## src/rtl/dtmf_pkg.sv

```systemverilog
package dtmf_pkg;
  localparam int unsigned SEGMENTS = 32;
  localparam int unsigned PH_W     = 5;
  localparam int unsigned SMP_W    = 8;
  localparam int unsigned OUT_W    = SMP_W + 1;

  localparam int unsigned LO_HZ [4] = '{697, 770, 852, 941};
  localparam int unsigned HI_HZ [4] = '{1209, 1336, 1477, 1633};

  // Rounded clocks per phase segment for a tone of f_hz.
  function automatic int unsigned seg_cycles(int unsigned clk_hz, int unsigned f_hz);
    return (2 * clk_hz + SEGMENTS * f_hz) / (2 * SEGMENTS * f_hz);
  endfunction

  typedef struct packed {
    logic [1:0] row;
    logic [1:0] col;
  } key_pos_t;

  function automatic key_pos_t decode_key(logic [3:0] code);
    key_pos_t p;
    case (code)
      4'd1:    p = '{2'd0, 2'd0};
      4'd2:    p = '{2'd0, 2'd1};
      4'd3:    p = '{2'd0, 2'd2};
      4'd4:    p = '{2'd1, 2'd0};
      4'd5:    p = '{2'd1, 2'd1};
      4'd6:    p = '{2'd1, 2'd2};
      4'd7:    p = '{2'd2, 2'd0};
      4'd8:    p = '{2'd2, 2'd1};
      4'd9:    p = '{2'd2, 2'd2};
      4'd10:   p = '{2'd3, 2'd1};
      4'd11:   p = '{2'd3, 2'd0};
      4'd12:   p = '{2'd3, 2'd2};
      4'd13:   p = '{2'd0, 2'd3};
      4'd14:   p = '{2'd1, 2'd3};
      4'd15:   p = '{2'd2, 2'd3};
      default: p = '{2'd3, 2'd3};
    endcase
    return p;
  endfunction

  // Quarter-wave magnitudes, 127 * sin(k * pi / 16), k = 0..8.
  function automatic logic [SMP_W-2:0] quarter_mag(logic [3:0] k);
    case (k)
      4'd0:    return 7'd0;
      4'd1:    return 7'd25;
      4'd2:    return 7'd49;
      4'd3:    return 7'd71;
      4'd4:    return 7'd90;
      4'd5:    return 7'd106;
      4'd6:    return 7'd117;
      4'd7:    return 7'd125;
      default: return 7'd127;
    endcase
  endfunction

  typedef enum logic [1:0] {
    BT_IDLE  = 2'd0,
    BT_TONE  = 2'd1,
    BT_PAUSE = 2'd2
  } burst_st_t;
endpackage

```

## src/rtl/dtmf_seg_osc.sv

```systemverilog
module dtmf_seg_osc
  import dtmf_pkg::*;
#(
  parameter int unsigned DIV_W = 8
) (
  input  logic                    clk,
  input  logic                    rst_n,
  input  logic                    restart,
  input  logic [DIV_W-1:0]        seg_len,
  output logic signed [SMP_W-1:0] sample
);
  logic [DIV_W-1:0] div_q, div_d;
  logic [PH_W-1:0]  ph_q, ph_d;
  logic             seg_end;
  logic [3:0]       qidx;
  logic [SMP_W-2:0] mag;

  assign seg_end = (div_q == seg_len - 1'b1);

  always_comb begin
    div_d = div_q + 1'b1;
    ph_d  = ph_q;
    if (restart) begin
      div_d = '0;
      ph_d  = '0;
    end else if (seg_end) begin
      div_d = '0;
      ph_d  = ph_q + 1'b1;
    end
  end

  always_ff @(posedge clk or negedge rst_n) begin
    if (!rst_n) begin
      div_q <= '0;
      ph_q  <= '0;
    end else begin
      div_q <= div_d;
      ph_q  <= ph_d;
    end
  end

  // Quarter-wave symmetry: bit 3 mirrors the index, bit 4 gives the sign.
  always_comb begin
    qidx   = ph_q[3] ? (4'd8 - {1'b0, ph_q[2:0]}) : {1'b0, ph_q[2:0]};
    mag    = quarter_mag(qidx);
    sample = ph_q[4] ? -$signed({1'b0, mag}) : $signed({1'b0, mag});
  end


  div_in_range_chk: assert property (@(posedge clk) disable iff (!rst_n)
    div_q < seg_len);


  phase_step_chk: assert property (@(posedge clk) disable iff (!rst_n)
    (!restart && seg_end) |=> (ph_q == $past(ph_q) + 5'd1));
endmodule

```

## src/rtl/dtmf_burst_timer.sv

```systemverilog
module dtmf_burst_timer
  import dtmf_pkg::*;
#(
  parameter int unsigned BURST_CYCLES = 182557
) (
  input  logic clk,
  input  logic rst_n,
  input  logic burst_en,
  input  logic cp_mode,
  input  logic start,
  output logic busy,
  output logic tone_on,
  output logic tx_ready
);
  localparam int unsigned LEN_W = $clog2(2 * BURST_CYCLES + 1);

  burst_st_t        st_q, st_d;
  logic [LEN_W-1:0] cnt_q, cnt_d, len_q, len_d;
  logic             rdy_d, last;

  assign last = (cnt_q == len_q - 1'b1);

  always_comb begin
    st_d  = st_q;
    cnt_d = cnt_q;
    len_d = len_q;
    rdy_d = 1'b0;
    if (!burst_en) begin
      st_d  = BT_IDLE;
      cnt_d = '0;
    end else begin
      case (st_q)
        BT_IDLE: if (start) begin
          st_d  = BT_TONE;
          cnt_d = '0;
          len_d = cp_mode ? LEN_W'(2 * BURST_CYCLES) : LEN_W'(BURST_CYCLES);
        end
        BT_TONE: if (last) begin
          st_d  = BT_PAUSE;
          cnt_d = '0;
        end else begin
          cnt_d = cnt_q + 1'b1;
        end
        BT_PAUSE: if (last) begin
          st_d  = BT_IDLE;
          cnt_d = '0;
          rdy_d = 1'b1;
        end else begin
          cnt_d = cnt_q + 1'b1;
        end
        default: st_d = BT_IDLE;
      endcase
    end
  end

  always_ff @(posedge clk or negedge rst_n) begin
    if (!rst_n) begin
      st_q     <= BT_IDLE;
      cnt_q    <= '0;
      len_q    <= '0;
      tx_ready <= 1'b0;
    end else begin
      st_q     <= st_d;
      cnt_q    <= cnt_d;
      len_q    <= len_d;
      tx_ready <= rdy_d;
    end
  end

  assign busy    = (st_q != BT_IDLE);
  assign tone_on = (st_q == BT_TONE);


  ready_pulse_chk: assert property (@(posedge clk) disable iff (!rst_n)
    tx_ready |=> !tx_ready);


  ready_after_pause_chk: assert property (@(posedge clk) disable iff (!rst_n)
    $rose(tx_ready) |-> $past(st_q == BT_PAUSE));


  count_bound_chk: assert property (@(posedge clk) disable iff (!rst_n)
    busy |-> (cnt_q < len_q));
endmodule

```

## src/rtl/dtmf_burst_gen.sv

```systemverilog
module dtmf_burst_gen
  import dtmf_pkg::*;
#(
  parameter int unsigned CLK_HZ       = 3579545,
  parameter int unsigned BURST_CYCLES = 182557
) (
  input  logic                    clk,
  input  logic                    rst_n,
  input  logic                    code_wr,
  input  logic [3:0]              code_in,
  input  logic                    tone_en,
  input  logic                    burst_en,
  input  logic                    cp_mode,
  input  logic                    single_en,
  input  logic                    col_sel,
  output logic signed [OUT_W-1:0] tone_out,
  output logic                    tx_ready
);
  localparam int unsigned DIV_W = $clog2(seg_cycles(CLK_HZ, LO_HZ[0]) + 1);
  localparam logic [DIV_W-1:0] ROW_LEN [4] = '{
    DIV_W'(seg_cycles(CLK_HZ, LO_HZ[0])), DIV_W'(seg_cycles(CLK_HZ, LO_HZ[1])),
    DIV_W'(seg_cycles(CLK_HZ, LO_HZ[2])), DIV_W'(seg_cycles(CLK_HZ, LO_HZ[3]))};
  localparam logic [DIV_W-1:0] COL_LEN [4] = '{
    DIV_W'(seg_cycles(CLK_HZ, HI_HZ[0])), DIV_W'(seg_cycles(CLK_HZ, HI_HZ[1])),
    DIV_W'(seg_cycles(CLK_HZ, HI_HZ[2])), DIV_W'(seg_cycles(CLK_HZ, HI_HZ[3]))};

  logic [3:0]              code_q, code_d;
  logic                    busy, tone_on, accept, gate;
  key_pos_t                pos;
  logic [DIV_W-1:0]        osc_len [2];
  logic signed [SMP_W-1:0] osc_smp [2];
  logic signed [OUT_W-1:0] row_ext, col_ext, mix;

  assign accept = code_wr && !busy;
  assign code_d = accept ? code_in : code_q;

  always_ff @(posedge clk or negedge rst_n) begin
    if (!rst_n) code_q <= '0;
    else        code_q <= code_d;
  end

  always_comb begin
    pos        = decode_key(code_q);
    osc_len[0] = ROW_LEN[pos.row];
    osc_len[1] = COL_LEN[pos.col];
  end

  for (genvar gi = 0; gi < 2; gi++) begin : g_osc
    dtmf_seg_osc #(.DIV_W(DIV_W)) u_osc (
      .clk     (clk),
      .rst_n   (rst_n),
      .restart (accept),
      .seg_len (osc_len[gi]),
      .sample  (osc_smp[gi])
    );
  end

  dtmf_burst_timer #(.BURST_CYCLES(BURST_CYCLES)) u_timer (
    .clk      (clk),
    .rst_n    (rst_n),
    .burst_en (burst_en),
    .cp_mode  (cp_mode),
    .start    (accept),
    .busy     (busy),
    .tone_on  (tone_on),
    .tx_ready (tx_ready)
  );

  always_comb begin
    row_ext  = osc_smp[0];
    col_ext  = osc_smp[1];
    mix      = single_en ? (col_sel ? col_ext : row_ext) : (row_ext + col_ext);
    gate     = tone_en && (!burst_en || tone_on);
    tone_out = gate ? mix : '0;
  end


  locked_code_chk: assert property (@(posedge clk) disable iff (!rst_n)
    (code_wr && busy) |=> $stable(code_q));
endmodule

```

## config.mk

```make
export PLATFORM = sky130hd
export DESIGN_NAME = dtmf_burst_gen
export DESIGN_NICKNAME = d
export VERILOG_FILES = /design/src/rtl/dtmf_pkg.sv /design/src/rtl/dtmf_seg_osc.sv /design/src/rtl/dtmf_burst_timer.sv /design/src/rtl/dtmf_burst_gen.sv
export SDC_FILE = /design/constraint.sdc
export NUM_CORES = 1
export LEC_CHECK = 0
export ABC_AREA = 1
export BUFFER_PORTS_ARGS = -buffer_cell sky130_fd_sc_hd__clkbuf_2
export CORE_MARGIN = 1.5
export CORE_UTILIZATION = 50
export CTS_BUF_LIST = sky130_fd_sc_hd__clkbuf_4 sky130_fd_sc_hd__clkbuf_8
export DETAILED_ROUTE_END_ITERATION = 8
export PLACE_DENSITY_LB_ADDON = 0.15
export SLEW_MARGIN = 15
export SYNTH_ARGS = -nofsm -noshare
export SYNTH_HDL_FRONTEND = slang
export SYNTH_SLANG_ARGS = --single-unit
export TNS_END_PERCENT = 20
```

## constraint.sdc

```tcl
create_clock -name clk -period 8.25 [get_ports clk]
set_clock_uncertainty 0.05 [all_clocks]
set_input_delay 0.4125 -clock clk [delete_from_list [all_inputs] [get_ports clk]]
set_output_delay 0.4125 -clock clk [all_outputs]
set_load 0.05 [all_outputs]
```

## Word-level counts from Yosys, hierarchy flattened

Memory sizes are Yosys's and may differ from the RTL's.
Cells that the tools add are included.

- Add/sub/neg operators: 13
- Order comparisons: 2
- Reduce and logical (&&, ||, !) cells: 13
- Eq/ne operators: 9
- Multiplexer cells: 36
- Bitwise logic cells: 2

Operator list:

| operator | number |
|---|---|
| $mux W8 | 10 |
| $mux W19 | 4 |
| $pmux W19 S2 | 1 |
| $bmux W8 S2 | 2 |
| $mux W9 | 3 |
| $mux W5 | 4 |
| $add A19 B1 Y19 const B | 1 |
| $eq A19 B19 Y1 | 1 |
| $sub A19 B1 Y19 const B | 1 |
| $add A8 B1 Y8 const B | 2 |
| $eq A8 B8 Y1 | 2 |
| $neg A7 Y8 | 2 |
| $sub A8 B1 Y8 const B | 2 |
| $mux W7 | 2 |
| $add A5 B1 Y5 const B | 2 |
| $add A8 B8 Y9 | 1 |
| $ne A3 B2 Y1 const B | 3 |
| $mux W2 | 4 |
| $mux W4 | 2 |
| $sub A4 B3 Y4 const A | 2 |
| $ge A3 B3 Y1 const B | 2 |
| $not A2 Y3 | 2 |
| $pmux W2 S3 | 1 |
| $reduce_and A3 Y1 | 2 |
| 11 further kinds | 17 |

- Bits in read-only memories: 176
- Memories kept: 3
- Bits in registers: 71
- Output and inout bits: 10

Memories:

| memory | words | width | read ports | clocked after memory_dff | write ports | line | RTL |
|---|---|---|---|---|---|---|---|
| (name not given) | 16 | 4 | 1 | 0 | 0 | dtmf_pkg.sv:22 | `case (code)` |
| (name not given) | 8 | 7 | 1 | 0 | 0 | dtmf_pkg.sv:45 | `case (k)` |
| (name not given) | 8 | 7 | 1 | 0 | 0 | dtmf_pkg.sv:45 |  |

## Longest topological paths before layout

An unclocked memory read counts as a cell.

- Depth in word-level cells: 9
- Depth in mapped cells: 25

## Hierarchy

A second synthesis with hierarchy kept.

- Cells, all modules: 844
- Area, all modules: 5821.8 um2

By module, submodules not included:

| module | area an instance (um2) | instances | cells an instance |
|---|---|---|---|
| dtmf_burst_timer | 1921.8 | 1 | 274 |
| dtmf_seg_osc (g_osc[1].u_osc) | 1490.2 | 1 | 208 |
| dtmf_seg_osc (g_osc[0].u_osc) | 1463.9 | 1 | 199 |
| dtmf_burst_gen | 945.9 | 1 | 163 |

## Worst setup path after synthesis

Ideal clock, no wire load.

- Path kind: register -> output
- Start point: reg g_osc[1].u_osc.ph_q[0]
- End point: out tone_out[7]
- Slack: 4.076 ns
- Buffers on the path: 0
- Required time: 7.787 ns
- Cell stages (with the launch flop): 20
- Data arrival time: 3.711 ns
- Cells stage by stage: dfrtp_1 -> inv_1 -> ha_1 -> nand2_1 -> nand2_1 -> ha_1 -> nand2_1 -> nand3_1 -> inv_1 -> ha_1 -> or2_2 -> xnor2_1 -> inv_1 -> ha_1 -> a21oi_1 -> nand2_1 -> nand4_1 -> o211ai_1 -> xnor2_1 -> a21oi_1

- Cells in the longest elaborated chain, start to end: 9
- Elaborated cells on any way between the ends: 10

RTL lines:

| what | line | RTL |
|---|---|---|
| start: declaration | dtmf_seg_osc.sv:13 | `logic [PH_W-1:0] ph_q, ph_d;` |
| start signal: assignment | dtmf_seg_osc.sv:38 | `ph_q <= ph_d;` |
| $sub A4 B3 Y4 | dtmf_seg_osc.sv:44 | `qidx = ph_q[3] ? (4'd8 - {1'b0, ph_q[2:0]}) : {1'b0, ph_q[2:0]};` |
| $mux W4 (*) | dtmf_seg_osc.sv:44 |  |
| $mem_v2 Z8 W7 | - |  |
| $mux W7 (*) | dtmf_pkg.sv:45 |  |
| $neg A7 Y8 | dtmf_seg_osc.sv:46 | `sample = ph_q[4] ? -$signed({1'b0, mag}) : $signed({1'b0, mag});` |
| $mux W8 (*) | dtmf_seg_osc.sv:46 |  |
| $add A8 B8 Y9 / $mux W9 (equally long branches) | dtmf_burst_gen.sv:72 | `mix = single_en ? (col_sel ? col_ext : row_ext) : (row_ext + col_ext);` |
| $mux W9 (*) | dtmf_burst_gen.sv:72 |  |
| $mux W9 (*) | dtmf_burst_gen.sv:74 | `tone_out = gate ? mix : '0;` |
| end: declaration | dtmf_burst_gen.sv:16 | `output logic signed [OUT_W-1:0] tone_out,` |

Mark *: on every way between the ends. The rest lies on a longest branch, timed or not.

## Worst setup path in the final report

- Start point: reg g_osc[1].u_osc.ph_q[0]
- End point: out tone_out[5]

Same word-level chain as after synthesis.

==> reports/results.txt <==
Adding up every negative setup slack in the final design gives 0 ns. The first routing iteration left 206 violations. The total clock buffers created by CTS is 5. The number of remaining DRC errors is 0, and the total global routing track utilization is 21.9%. Fraction of synthesized cell area taken by the top area cell type: 27.7%. The clock tree synthesis step divided the H-tree into 2 levels. The maximum fanout encountered on the critical timing path is 9, and the number of antenna violations at the first check in global routing is 0. In this run the cell area measured after placement is 5160 um2. The clock network burns 12.0% of the power. Based on the critical path, the design can be clocked at up to 215 MHz. For this run the aggregate overflow at the end of global routing stands at 0. The die span in y is 103 um, and the synthesized flop and latch total is 55. For the final-report hold violation count, the log shows 0. Of the available clock period, the critical path in the final layout requires 56.4%. The top cell types in the final layout, fill and taps aside, are sky130_fd_sc_hd__nand2_1 (168), sky130_fd_sc_hd__inv_1 (104), sky130_fd_sc_hd__nand3_1 (74). The worst setup slack before clock tree synthesis was 3.98 ns; the number of rows in the core area was 36. The starting density of the core was 51.3%. For the via count of the first global-routing pass, the log shows 4298.

Post-CTS timing repair inserted 0 buffers for setup. Summing the sequential cell areas from Yosys gives 27.7% of the chip area. The final layout contains routed wiring with a total length of 10600 um. The worst setup path is of the reg2out kind. Worst voltage drop across the vdd grid: 0.000158 V. Traced cell by cell, the critical path runs through inv_1, ha_1, nand2_1, nand2_1, ha_1, nand2_1, nand3_1, inv_1, ha_1, or2_2, xnor2_1, inv_1, ha_1, a21oi_1, nand2_1, nand2_1, nand2_1, a21oi_1, xor2_1, a21oi_1, o21a_1, clkbuf_2.

The die covers 10500 um2. For the worst flop-to-flop path, the logic depth is 13. For flop-to-flop paths, the worst setup slack is 5.09 ns. The routability-driven placement congestion ratio came out at 0.863. The tools report the static leakage as 2.80 nW. The startpoint type of the worst setup path is a register.

The tools report the overall via count from detail_route as 4514. The internal power of the cells totals 0.785 mW. Summed over all nets, the switching power comes to 0.832 mW. Clock-pin slew was measured on the worst setup and hold paths at 0.11 ns. Setup violations remaining at the end of the flow were counted as 0. The start point of the critical path was g_osc[1].u_osc.ph_q[0]. The flow ran to the end, and the final reports show no timing, DRC or antenna violations.

The most used flip-flop cell after synthesis is sky130_fd_sc_hd__dfrtp_1. For the worst setup path, the data required time is 7.79 ns. TritonCTS built the clock tree. After the flow finishes, the layout carries non-filler instances totaling 879. From left edge to right edge, the die measures 103 um.

The final antenna-violating net count was 0; the post-layout total power was 1.62 mW. The run gives 0 as the number of antenna repair diodes. The number of instances in the synthesized netlist came out at 729. Per-cell routed wire length: 12.1 um.

After synthesis, the mean cell area works out to 6.82 um2. The net count of the finished layout was 799; the final critical path time including I/O delays and setup was 4.65 ns. In this run the worst setup path terminates at tone_out[5]. The launching point of the worst reg2reg path is code_q[0]. The core outline area was 9680 um2; the unique cell type count in the Yosys netlist was 45. The boundary pin count came out at 22.

Clock latency on the worst-skew pair, taken at its later pin, is 0.33 ns. Of the cells placed in the final design, the portion with a size suffix greater than 1 is 7.77%. The utilization after layout came out at 54.5%. The worst flop-to-flop path endpoint was g_osc[0].u_osc.ph_q[0]. The tools report the half-perimeter wire length after placement as 8130 um. The via density per instance is 5.14. Hold repair after CTS inserted 0 buffers.

At the pin with the least slew margin, the transition time is 0.844 ns. Counting flops with a built-in enable in the synthesized netlist gives 0. In this run the clock root is driven by a sky130_fd_sc_hd__clkbuf_8. The longest clock path from root to sink contains 2 buffers.

Per report_power, the combinational group accounts for 63.9% of the total. Leaving out fill and tap cells, the most frequent cell in the layout is sky130_fd_sc_hd__nand2_1. The endpoint arrival time on the critical path was 4.19 ns.

The count of max-cap constraint violations is 0, and the max-slew violation total from the final report is 0. Setup slack on the critical path of the routed design comes to 3.60 ns. Entering global routing, the biggest net connects 56 pins.

For the part of the total power dissipated in sequential elements, the log shows 24.1%. The run gives 43.7% as the headroom to the max-slew limit. Relative to the synthesized area, the layout overhead comes to 6.27%.

Setup repair after global routing left no endpoint under its margin. In the synthesized netlist the async set-or-reset flop fraction comes to 100%. Once the clock tree was built, the resizer swapped 0 gates to a different size. The worst hold path belongs to the class in2async. The layout has 958 filler cells.

The worst hold slack was 0.168 ns; the power density normalized to cell area was 306 nW/um2. Once layout is done, the placed cells without fillers occupy 5280 um2. The library cell with the largest summed area after synthesis is sky130_fd_sc_hd__dfrtp_1. Among all stages on the critical path, the largest delay is contributed by sky130_fd_sc_hd__dfrtp_1. STA classifies the critical path endpoint as an output port.

The count of synthesis-stage warnings from yosys is 0, and the instance count after placement with tap cells included is 871. The longest individual stage delay on the worst path was 0.51 ns. The tools report the cell area after synthesis as 4970 um2. The cell that appears most often on the critical path is sky130_fd_sc_hd__nand2_1. The tools report the number of detailed-routing iterations run before antenna repair as 4.

Sorting the synthesized cells by area gives the leading types as sky130_fd_sc_hd__dfrtp_1 (28%), sky130_fd_sc_hd__nand2_1 (13%), sky130_fd_sc_hd__ha_1 (10%). The count of buffers added on input and output ports is 21. The number of nets in the synthesized netlist is 783. The tools report the wire length of the first global-routing pass as 18700 um. The switching share of total power works out to 51.5%. Clock tree synthesis found a total of 55 sinks.
[logic make-up (layout without fill, tap and decap cells)]
| family | after synthesis | in the layout | share of synthesized area, % |
|---|---|---|---|
| fa+ha+maj | 42 | 42 | 10.7 |
| xor+xnor | 43 | 43 | 7.58 |
| simple gates | 371 | 371 | 33.4 |
| buf+inv | 123 | 140 | 10.0 |
| flops | 55 | 55 | 27.7 |
| compound gates | 95 | 95 | 10.6 |
[cells in the mapped netlist (all sizes together), types with 5 or more instances]
library cell and number:
a21oi 27, buf 7, clkbuf 6, dfrtp 55
ha 41, inv 108, nand2 171, nand3 76
nand3b 5, nand4 8, nor2 78, nor3 14
o211ai 6, o21ai 51, or2 10, xnor2 9
xor2 34
[power groups by stage]
stage | clock [mW] | sequential (mW) | combinational [mW]
3_3_place_gp | 0 | 0.391 | 1.00
2_1_floorplan | 0 | 0.364 | 0.866
3_5_place_dp | 0 | 0.394 | 1.03
4_1_cts | 0.200 | 0.389 | 1.04
5_1_grt | 0.208 | 0.399 | 1.19
6_report | 0.194 | 0.389 | 1.03
[critical path, delay by kind of cell, from the launching register on]
| kind | cells | cell delay (ns) |
|---|---|---|
| adders and majority gates | 4 | 1.02 |
| buffers and inverters | 4 | 0.54 |
| DFF | 1 | 0.51 |
| AOI/OAI and AO/OA | 4 | 0.59 |
| and+or+nand+nor | 8 | 0.91 |
| xor gates and xnor gates | 2 | 0.29 |
[state kept, by name, summed over array words and instances (netlist names)]
| register | cells |
|---|---|
| code_q | 4 |
| g_osc.u_osc.ph_q | 10 |
| u_timer.st_q | 2 |
| u_timer.len_q | 3 |
| u_timer.tx_ready | 1 |
| g_osc.u_osc.div_q | 16 |
| u_timer.cnt_q | 19 |
[area by class of cell]
class,count,area (um2),share of cell area [%]
Multi-Input combinational cell,551,3090,58.6
Sequential cell,55,1380,26.1
Inverter,110,414,7.84
Tap cell,133,166,3.15
Timing Repair Buffer,22,113,2.13
Clock buffer,5,68.8,1.30
Clock inverter,3,47.5,0.900
[worst min-delay path by stage]
stage,endpoint,slack [ns],cells after the start
after CTS,g_osc[0].u_osc.div_q[7],0.19,2
after global placement,g_osc[0].u_osc.div_q[0],0.45,1
after global routing,code_q[1],0.23,3
final,code_q[1],0.17,2
after detailed placement,g_osc[0].u_osc.div_q[0],0.45,1
after floorplan,code_q[0],0.07,0
[routing by layer]
metal,up-vias,routed length (um),GRT usage (%),part of all wire [%]
met5,-,0,0,0
met4,0,126,5.69,1.2
met3,11,249,2.85,2.3
met1,2086,5200,28.1,49
li1,2358,-,-,-
met2,59,5040,39.2,47
Power figures use the tool's default switching activity.
